### src/rtl/fuse_rd_pkg.sv
package fuse_rd_pkg;

    localparam int FR_AW     = 8;
    localparam int FR_DW     = 32;
    localparam int FR_BW     = 16;
    localparam int FR_IW     = 5;
    localparam int FR_NSTORE = 5;

    // Offsets decoded by the register bank
    localparam logic [FR_AW-1:0] OFF_RDAT = 8'h04;
    localparam logic [FR_AW-1:0] OFF_IDX  = 8'h0C;
    localparam logic [FR_AW-1:0] OFF_MODE = 8'h10;
    localparam logic [FR_AW-1:0] OFF_STAT = 8'h14;

    // Plain storage registers: global control, write data, two timing, debounce
    localparam logic [FR_AW-1:0] STORE_OFF [FR_NSTORE] =
        '{8'h00, 8'h08, 8'h20, 8'h24, 8'h28};

    // Command bit positions
    localparam int MB_RD  = 1;
    localparam int MB_CLR = 2;

    // Status bit positions
    localparam int SB_PBUSY = 0;
    localparam int SB_RBUSY = 1;
    localparam int SB_STBY  = 2;
    localparam int SB_PROT  = 3;
    localparam int SB_DONE  = 4;

    typedef enum logic {RS_IDLE, RS_BUSY} rd_state_e;

    typedef struct packed {
        logic start;
        logic clr;
    } fuse_cmd_t;

    typedef struct packed {
        logic done;
        logic prot;
        logic stby;
        logic rbusy;
    } fuse_sts_t;

    function automatic logic [FR_DW-1:0] pack_status(input fuse_sts_t s);
        logic [FR_DW-1:0] w;
        w           = '0;
        w[SB_PBUSY] = 1'b0;
        w[SB_RBUSY] = s.rbusy;
        w[SB_STBY]  = s.stby;
        w[SB_PROT]  = s.prot;
        w[SB_DONE]  = s.done;
        return w;
    endfunction

endpackage

### src/rtl/fuse_reg_bank.sv
module fuse_reg_bank
    import fuse_rd_pkg::*;
#(
    parameter int AW = FR_AW,
    parameter int DW = FR_DW,
    parameter int BW = FR_BW,
    parameter int IW = FR_IW
) (
    input  logic          clk,
    input  logic          rst,
    input  logic          en,
    input  logic [AW-1:0] addr,
    input  logic          wr,
    input  logic          rd,
    input  logic [DW-1:0] wdata,
    input  fuse_sts_t     sts,
    input  logic [BW-1:0] rd_word,
    output logic [IW-1:0] idx,
    output fuse_cmd_t     cmd,
    output logic [DW-1:0] rdata
);

    localparam int IDX_PAD = DW - IW;
    localparam int DAT_PAD = DW - BW;

    logic          wr_ok;
    logic [IW-1:0] idx_q;
    logic [DW-1:0] store_q [FR_NSTORE];

    assign wr_ok = wr && en;

    always_ff @(posedge clk) begin
        if (rst) begin
            idx_q <= '0;
        end else if (wr_ok && addr == OFF_IDX) begin
            idx_q <= wdata[IW-1:0];
        end
    end

    always_ff @(posedge clk) begin
        for (int i = 0; i < FR_NSTORE; i++) begin
            if (rst) begin
                store_q[i] <= '0;
            end else if (wr_ok && addr == STORE_OFF[i]) begin
                store_q[i] <= wdata;
            end
        end
    end

    // Command bits are single-cycle pulses, never stored
    always_comb begin
        cmd.start = wr_ok && (addr == OFF_MODE) && wdata[MB_RD];
        cmd.clr   = wr_ok && (addr == OFF_MODE) && wdata[MB_CLR];
    end

    always_comb begin
        rdata = '0;
        if (rd && en) begin
            case (addr)
                OFF_RDAT: rdata = {{DAT_PAD{1'b0}}, rd_word};
                OFF_IDX:  rdata = {{IDX_PAD{1'b0}}, idx_q};
                OFF_STAT: rdata = pack_status(sts);
                default: begin
                    for (int i = 0; i < FR_NSTORE; i++) begin
                        if (addr == STORE_OFF[i]) rdata = store_q[i];
                    end
                end
            endcase
        end
    end

    assign idx = idx_q;

    AST_IDX_FROZEN_OFF: assert property (@(posedge clk) disable iff (rst)
        !en |=> $stable(idx_q));

endmodule

### src/rtl/fuse_rd_seq.sv
module fuse_rd_seq
    import fuse_rd_pkg::*;
#(
    parameter int BW = FR_BW,
    parameter int IW = FR_IW
) (
    input  logic          clk,
    input  logic          rst,
    input  logic          en,
    input  fuse_cmd_t     cmd,
    input  logic [IW-1:0] idx,
    input  logic          fa_vld,
    input  logic [BW-1:0] fa_data,
    output logic          fa_req,
    output logic [IW-1:0] fa_blk,
    output logic          busy,
    output logic          done,
    output logic [BW-1:0] rd_word
);

    rd_state_e     state_q;
    logic          done_q;
    logic [IW-1:0] blk_q;
    logic [BW-1:0] data_q;

    always_ff @(posedge clk) begin
        if (rst) begin
            state_q <= RS_IDLE;
            done_q  <= 1'b0;
            blk_q   <= '0;
            data_q  <= '0;
        end else if (!en) begin
            state_q <= RS_IDLE;
            done_q  <= 1'b0;
        end else begin
            case (state_q)
                RS_IDLE: begin
                    if (cmd.clr) done_q <= 1'b0;
                    if (cmd.start) begin
                        state_q <= RS_BUSY;
                        blk_q   <= idx;
                    end
                end
                RS_BUSY: begin
                    if (fa_vld) begin
                        state_q <= RS_IDLE;
                        done_q  <= 1'b1;
                        data_q  <= fa_data;
                    end else if (cmd.clr) begin
                        done_q <= 1'b0;
                    end
                end
                default: state_q <= RS_IDLE;
            endcase
        end
    end

    assign busy    = (state_q == RS_BUSY);
    assign fa_req  = busy;
    assign fa_blk  = blk_q;
    assign done    = done_q;
    assign rd_word = data_q;

    AST_REQ_DROPS_OFF: assert property (@(posedge clk) disable iff (rst)
        !en |=> !fa_req);
    AST_BLK_HELD: assert property (@(posedge clk) disable iff (rst)
        en && fa_req && !fa_vld |=> fa_req && $stable(fa_blk));
    AST_FINISH_WINS: assert property (@(posedge clk) disable iff (rst)
        en && fa_req && fa_vld |=> done && !fa_req);
    AST_DONE_STICKY: assert property (@(posedge clk) disable iff (rst)
        en && done && !cmd.clr |=> done);

endmodule

### src/rtl/fuse_rd_ctrl.sv
module fuse_rd_ctrl
    import fuse_rd_pkg::*;
#(
    parameter int AW = FR_AW,
    parameter int DW = FR_DW,
    parameter int BW = FR_BW,
    parameter int IW = FR_IW
) (
    input  logic          clk,
    input  logic          rst,
    input  logic          mod_en,
    input  logic          prot_in,
    input  logic [AW-1:0] bus_addr,
    input  logic          bus_wr,
    input  logic          bus_rd,
    input  logic [DW-1:0] bus_wdata,
    output logic [DW-1:0] bus_rdata,
    output logic [IW-1:0] fa_blk,
    output logic          fa_req,
    input  logic          fa_vld,
    input  logic [BW-1:0] fa_data
);

    fuse_cmd_t     cmd;
    fuse_sts_t     sts;
    logic [IW-1:0] idx;
    logic          busy;
    logic          done;
    logic [BW-1:0] rd_word;

    always_comb begin
        sts.rbusy = busy;
        sts.stby  = mod_en && !busy;
        sts.prot  = prot_in;
        sts.done  = done;
    end

    fuse_reg_bank #(.AW(AW), .DW(DW), .BW(BW), .IW(IW)) u_regs (
        .clk     (clk),
        .rst     (rst),
        .en      (mod_en),
        .addr    (bus_addr),
        .wr      (bus_wr),
        .rd      (bus_rd),
        .wdata   (bus_wdata),
        .sts     (sts),
        .rd_word (rd_word),
        .idx     (idx),
        .cmd     (cmd),
        .rdata   (bus_rdata)
    );

    fuse_rd_seq #(.BW(BW), .IW(IW)) u_seq (
        .clk     (clk),
        .rst     (rst),
        .en      (mod_en),
        .cmd     (cmd),
        .idx     (idx),
        .fa_vld  (fa_vld),
        .fa_data (fa_data),
        .fa_req  (fa_req),
        .fa_blk  (fa_blk),
        .busy    (busy),
        .done    (done),
        .rd_word (rd_word)
    );

    AST_STANDBY_LAUNCH: assert property (@(posedge clk) disable iff (rst)
        mod_en && busy && cmd.start && !fa_vld |=> fa_req && $stable(fa_blk));

endmodule

### config.mk
export PLATFORM = sky130hd
export DESIGN_NAME = fuse_rd_ctrl
export DESIGN_NICKNAME = d
export VERILOG_FILES = /design/src/rtl/fuse_rd_pkg.sv /design/src/rtl/fuse_reg_bank.sv /design/src/rtl/fuse_rd_seq.sv /design/src/rtl/fuse_rd_ctrl.sv
export SDC_FILE = /design/constraint.sdc
export NUM_CORES = 1
export LEC_CHECK = 0
export CAP_MARGIN = 25
export CORE_ASPECT_RATIO = 1.4
export CORE_MARGIN = 10
export CORE_UTILIZATION = 45
export CTS_CLUSTER_DIAMETER = 60
export CTS_CLUSTER_SIZE = 24
export DETAILED_ROUTE_END_ITERATION = 12
export PLACE_DENSITY_LB_ADDON = 0.2
export SETUP_SLACK_MARGIN = 0.5
export SLEW_MARGIN = 10
export SYNTH_ARGS = -nofsm -noshare
export SYNTH_HDL_FRONTEND = slang
export SYNTH_SLANG_ARGS = --single-unit
### constraint.sdc
create_clock -name clk -period 3.49 [get_ports clk]
set_input_delay 0.5235 -clock clk [delete_from_list [all_inputs] [get_ports clk]]
set_output_delay 0.5235 -clock clk [all_outputs]
set_load 0.03 [all_outputs]
=== Yosys cells after proc, flatten, opt, wreduce, memory -nomap -nowiden ===
Memory sizes are Yosys's and may differ from the RTL's.
Index checks and enable logic that the tools add are counted.

* Bits of input ports: 63
* Output and inout bits: 38
* Memory bits (writable): 160
* Memories: 1
* Flip-flop bits (word level): 28

* Multiplexer cells: 35
* Bitwise operators: 7
* Equality and inequality tests: 8
* Reductions and logical operators: 17

{| class="wikitable"
|+ Memory list
! memory !! words !! width !! read ports !! clocked after memory_dff !! wr ports !! RTL line !! RTL
|-
| u_regs.store_q || 5 || 32 || 5 || 0 || 5 || fuse_reg_bank.sv:28 || <nowiki>logic [DW-1:0] store_q [FR_NSTORE];</nowiki>
|}

{| class="wikitable"
|+ Operators with widths
! operator !! number
|-
| 32-bit 2-to-1 mux || 11
|-
| 32-bit one-hot mux with 3 select lines || 1
|-
| 8-bit by 6-bit == test with 1-bit output (second input constant) || 3
|-
| 1-bit 2-to-1 mux || 21
|-
| 8-bit by 4-bit == test with 1-bit output (second input constant) || 2
|-
| 8-bit by 5-bit == test with 1-bit output (second input constant) || 2
|-
| 1-bit logical AND || 12
|-
| 8-bit by 3-bit == test with 1-bit output (second input constant) || 1
|-
| 8-bit logical NOT || 1
|-
| 3-bit AND reduction || 2
|-
| 1-bit OR || 5
|-
| 1-bit one-hot mux with 2 select lines || 2
|-
| 1-bit inverter || 2
|-
| 2-bit OR reduction || 1
|-
| 1-bit logical NOT || 1
|}

=== Depth between registers and ports, before layout ===
* Depth in word-level cells: 8
* Depth in mapped cells: 8
* Mapped depth without buffers: 4

=== Hierarchy ===
A second synthesis with hierarchy kept.

* Cell total of the unflattened synthesis: 822
* Area total of the unflattened synthesis: 9359.0 um^2

{| class="wikitable"
|+ By module, submodules not included
! module !! seq. area each (um^2) !! area each (um^2) !! times used !! cells an instance
|-
| fuse_reg_bank || 4904.7 || 8304.2 || 1 || 719
|-
| fuse_rd_seq || 460.4 || 1041.0 || 1 || 102
|-
| fuse_rd_ctrl || 0.0 || 13.8 || 1 || 1
|}

=== Worst setup path after synthesis ===
OpenSTA, ideal clock, no wires.

* Path kind: input port to output port
* Start: input bus_addr[3]
* End: output bus_rdata[15]
* Cell stages on the path: 7
* Path buffers: 3
* Path slack: 0.314 ns
* Data required time: 2.967 ns
* Arrival time: 2.653 ns
* Path through: buf_2 or4b_1 buf_2 nor2_1 buf_2 a21oi_1 nor4_1

* Word-level cells in the longest chain between the ends: 8
* Elaborated cells between the ends (all ways): 15
* Classes of those cells: 7 x eq/ne; 7 x mux; 1 x reduce/logical

{| class="wikitable"
|+ RTL lines
! item !! RTL line !! RTL
|-
| start, declared || fuse_rd_ctrl.sv:13 || <nowiki>input logic [AW-1:0] bus_addr,</nowiki>
|-
| 8-bit logical NOT || fuse_reg_bank.sv:65 || <nowiki>if (addr == STORE_OFF[i]) rdata = store_q[i];</nowiki>
|-
| 32-bit 2-to-1 mux (5 in series) || fuse_reg_bank.sv:65 ||
|-
| 32-bit one-hot mux with 3 select lines (*) || fuse_reg_bank.sv:59 || <nowiki>case (addr)</nowiki>
|-
| 32-bit 2-to-1 mux (*) || fuse_reg_bank.sv:58 || <nowiki>if (rd && en) begin</nowiki>
|-
| end, declared || fuse_rd_ctrl.sv:17 || <nowiki>output logic [DW-1:0] bus_rdata,</nowiki>
|}

Every way passes the cells marked *; elsewhere a longest branch is shown, timed or not.

=== Worst setup path after layout ===
* Start: input bus_addr[2]
* End: output bus_rdata[2]

The elaborated chain is that of the path after synthesis.

==> results by group <==
Logic synthesis
  – Syn Nets: 849
  – Synth Flop Type: edfxtp_1
  – Seq/Total Area, Yosys: 58.1%
  – Post-Syn Instances: 786
  – Synth unique cells: 53
  – Number of enable flip-flop cells after synthesis: 160
  – Synth warn: 0
  – Register bit total from synthesis: 188
  – Fraction of registers with async set/reset: 0%
  – Avg Cell Area, Syn: 11.7 um2
  – Post-synthesis cell area: 9230 um2

Clocking
  – Cts hold-fix bufs: 0
  – Clock root buffer: clkbuf_16
  – H-tree depth: 4
  – Cts bufs inserted: 17
  – Clk slew on worst S/H paths: 70 ps
  – CTS sink count: 188
  – Clk buf depth: 2
  – CTS tree: done
  – Worst-skew pair later-pin latency: 440 ps

Final layout
  – Area Overhead vs Synth: 30.3%
  – Layout cell share with drive strength beyond 1: 23.6%
  – Nets: 966
  – Ant. Diodes: 0

Route
  – Post-route ant nets: 0
  – First DRT Iteration DRCs: 596
  – TritonRoute pass-1 iters: 5
  – DR vias/cell: 5.82
  – Met2 wire length: 13300 um
  – Wire length per cell: 22.2 um
  – Via count: 6793
  – Metal3 WL: 1460 um
  – Met1 WL: 10800 um
  – Max Used Layer: met4
  – Wirelength, routed: 26000 um
  – Drt drc: 0

Timing
  – Setup tns final: 0 ps
  – Final Cycle Share: 85.5%
  – Least-Margin Pin Slew: 631 ps
  – Max_slew headroom: 57.8%
  – Final Hold Violating Endpoints: 0
  – Final setup vio count: 0
  – RSZ-0062 raised after global routing: yes
  – Clk_skew: 15.9 ps
  – Min Tclk post-route: 2980 ps
  – Max Fclk: 335 MHz
  – Fin. max-slew vios: 0
  – Final worst slack: 506 ps

Die
  – IO Pins: 101
  – Full die area: 26700 um2
  – Initial cell density of the core: 46.2%
  – Core area: 20000 um2
  – Die width: 141 um
  – Die Span Y: 189 um
  – FP Rows: 61

Power
  – Power Dens Cells: 410 nW/um2
  – Max IR drop VDD: 0.341 mV
  – Leakage Power: 4.33 nW
  – Net Sw Frac: 22.5%
  – Comb pwr share: 7.9%
  – Net Switching: 1.11 mW
  – Pint: 3.82 mW
  – Clock Power Share: 40.2%
  – Design Power: 4.92 mW
  – Sequential share of power: 51.8%

Critical path
  – CP required: 2970 ps
  – R2R cell count: 3
  – Peak fanout along the critical path: 7
  – Arrival @ worst endpoint: 2460 ps
  – Critical path class: in2out
  – CP endpoint kind: output port
  – Crit start category: input port

GRT
  – First-pass GRT wire length: 40800 um
  – Largest net degree at the start of global routing: 33
  – Grt total ovfl: 0
  – GRT Total Usage: 19.3%
  – Vias in the first global route: 7090
  – Initial antenna violation count: 0

Placement
  – IO buf count: 100
  – GPL Wtd Cong: 0.929
  – Worst setup slack after placement: 32.3 ps
  – Detailed placement HPWL: 16400 um

Min path
  – Min-Delay Path Depth: 2
  – Worst hold path class: reg2reg

Run
  – # Max-Cap Violations: 0

Outcome
  – Status: complete, no violations
[cell type report]
class                           instances  area (um2)
Clock inverter                         14         169
Tap cell                              252         315
Sequential cell                       188        5370
Multi-Input combinational cell        516        3820
Inverter                               18        67.6
Clock buffer                           18         429
Fill cell                            1618        7980
Timing Repair Buffer                  162        1850
[state kept, by name (all words and copies together) (netlist names)]
register	flops
u_regs.idx	5
u_regs.store_q	160
u_seq.busy	1
u_seq.done	1
u_seq.fa_blk	5
u_seq.rd_word	16
[critical path: stages]
cell	delay, ps
dlygate4sd2_1	310
buf_4	190
or4_4	550
nor2_4	140
a2bb2oi_1	100
o32ai_1	340
buf_4	180
buf_12	110
[worst paths after layout]
kind,start,endpoint,slack [ps]
worst max-delay path,bus_addr[2],bus_rdata[2],510
worst min-delay path,u_seq.rd_word[4]$_SDFFE_PP0P_,u_seq.rd_word[4]$_SDFFE_PP0P_,460
worst max register to register,u_seq.busy$_SDFF_PP0_,u_seq.rd_word[8]$_SDFFE_PP0P_,2060
worst min register to register,u_seq.rd_word[4]$_SDFFE_PP0P_,u_seq.rd_word[4]$_SDFFE_PP0P_,460
[power by group through the flow]
| stage | registers (mW) | logic, mW | clock network [mW] |
|---|---|---|---|
| after global routing | 2.56 | 0.413 | 2.11 |
| after floorplan | 2.59 | 0.170 | 0 |
| after CTS | 2.55 | 0.379 | 2.00 |
| after detailed placement | 2.60 | 0.353 | 0 |
| final | 2.55 | 0.391 | 1.98 |
| after global placement | 2.59 | 0.347 | 0 |
[cells in the final DEF (no fill, tap or decap), types with 26 or more instances in the layout]
cell type / count
nor2_1: 46
edfxtp_1: 160
buf_12: 29
a211oi_2: 26
a21oi_1: 42
nand2_1: 37
dfxtp_1: 28
clkdlybuf4s50_1: 60
mux2i_1: 40
buf_4: 49
and2_1: 161
[cells by family after synthesis]
| group | count (synthesis) | share of synthesized area [%] |
|---|---|---|
| flops | 188 | 58.1 |
| simple gates | 320 | 20.2 |
| mux | 42 | 4.58 |
| buf+inv | 82 | 4.03 |
| compound gates | 154 | 13.1 |
[metrics by stage]
stage | std cells | hold WS [ps] | utilization [%] | instance area (um2)
2_1_floorplan | 786 | 432 | - | 9360
3_3_place_gp | 1119 | 448 | 54.8 | 11000
3_5_place_dp | 1119 | 450 | 54.8 | 11000
4_1_cts | 1166 | 460 | 59.6 | 11900
5_1_grt | 1168 | 488 | 60.1 | 12000
6_report | 1168 | 464 | 60.1 | 12000
[synthesized netlist by cell type (4+ instances only)]
| library cell | count | area share, % |
|---|---|---|
| a211oi_1 | 26 | 2.1 |
| a21o_1 | 7 | 0.57 |
| a21oi_1 | 43 | 2.3 |
| a22oi_1 | 15 | 1.2 |
| and2_1 | 161 | 11 |
| and3_1 | 4 | 0.27 |
| buf_2 | 15 | 0.81 |
| buf_4 | 4 | 0.33 |
| buf_6 | 4 | 0.49 |
| clkbuf_1 | 39 | 1.6 |
| dfxtp_1 | 28 | 6.1 |
| edfxtp_1 | 160 | 52 |
| inv_1 | 18 | 0.73 |
| mux2i_1 | 40 | 4.3 |
| nand2_1 | 37 | 1.5 |
| nand2b_1 | 4 | 0.27 |
| nand3_1 | 4 | 0.22 |
| nand4_1 | 5 | 0.34 |
| nor2_1 | 48 | 2.0 |
| nor2b_1 | 4 | 0.27 |
| nor3_1 | 26 | 1.4 |
| o21a_1 | 10 | 0.81 |
| o21ai_0 | 6 | 0.33 |
| o221ai_1 | 10 | 0.95 |
| o32ai_1 | 4 | 0.38 |
| o32ai_2 | 15 | 2.6 |
[repair_timing]
action / CTS / global route
endpoints found under the setup margin: 32 / 31
setup buffers: 12 / 2
pin swaps: 36 / 13
gates resized for setup: 59 / 21
cloned: 3 / 0
[metal layers]
| metal | vias up | global-route usage (%) |
|---|---|---|
| met2 | 255 | 32.9 |
| li1 | 3115 | - |
| met1 | 3384 | 23.6 |
| met5 | - | 0 |
| met3 | 39 | 4.11 |
| met4 | 0 | 6.69 |
Note: power is estimated with default switching activity, not from simulation.
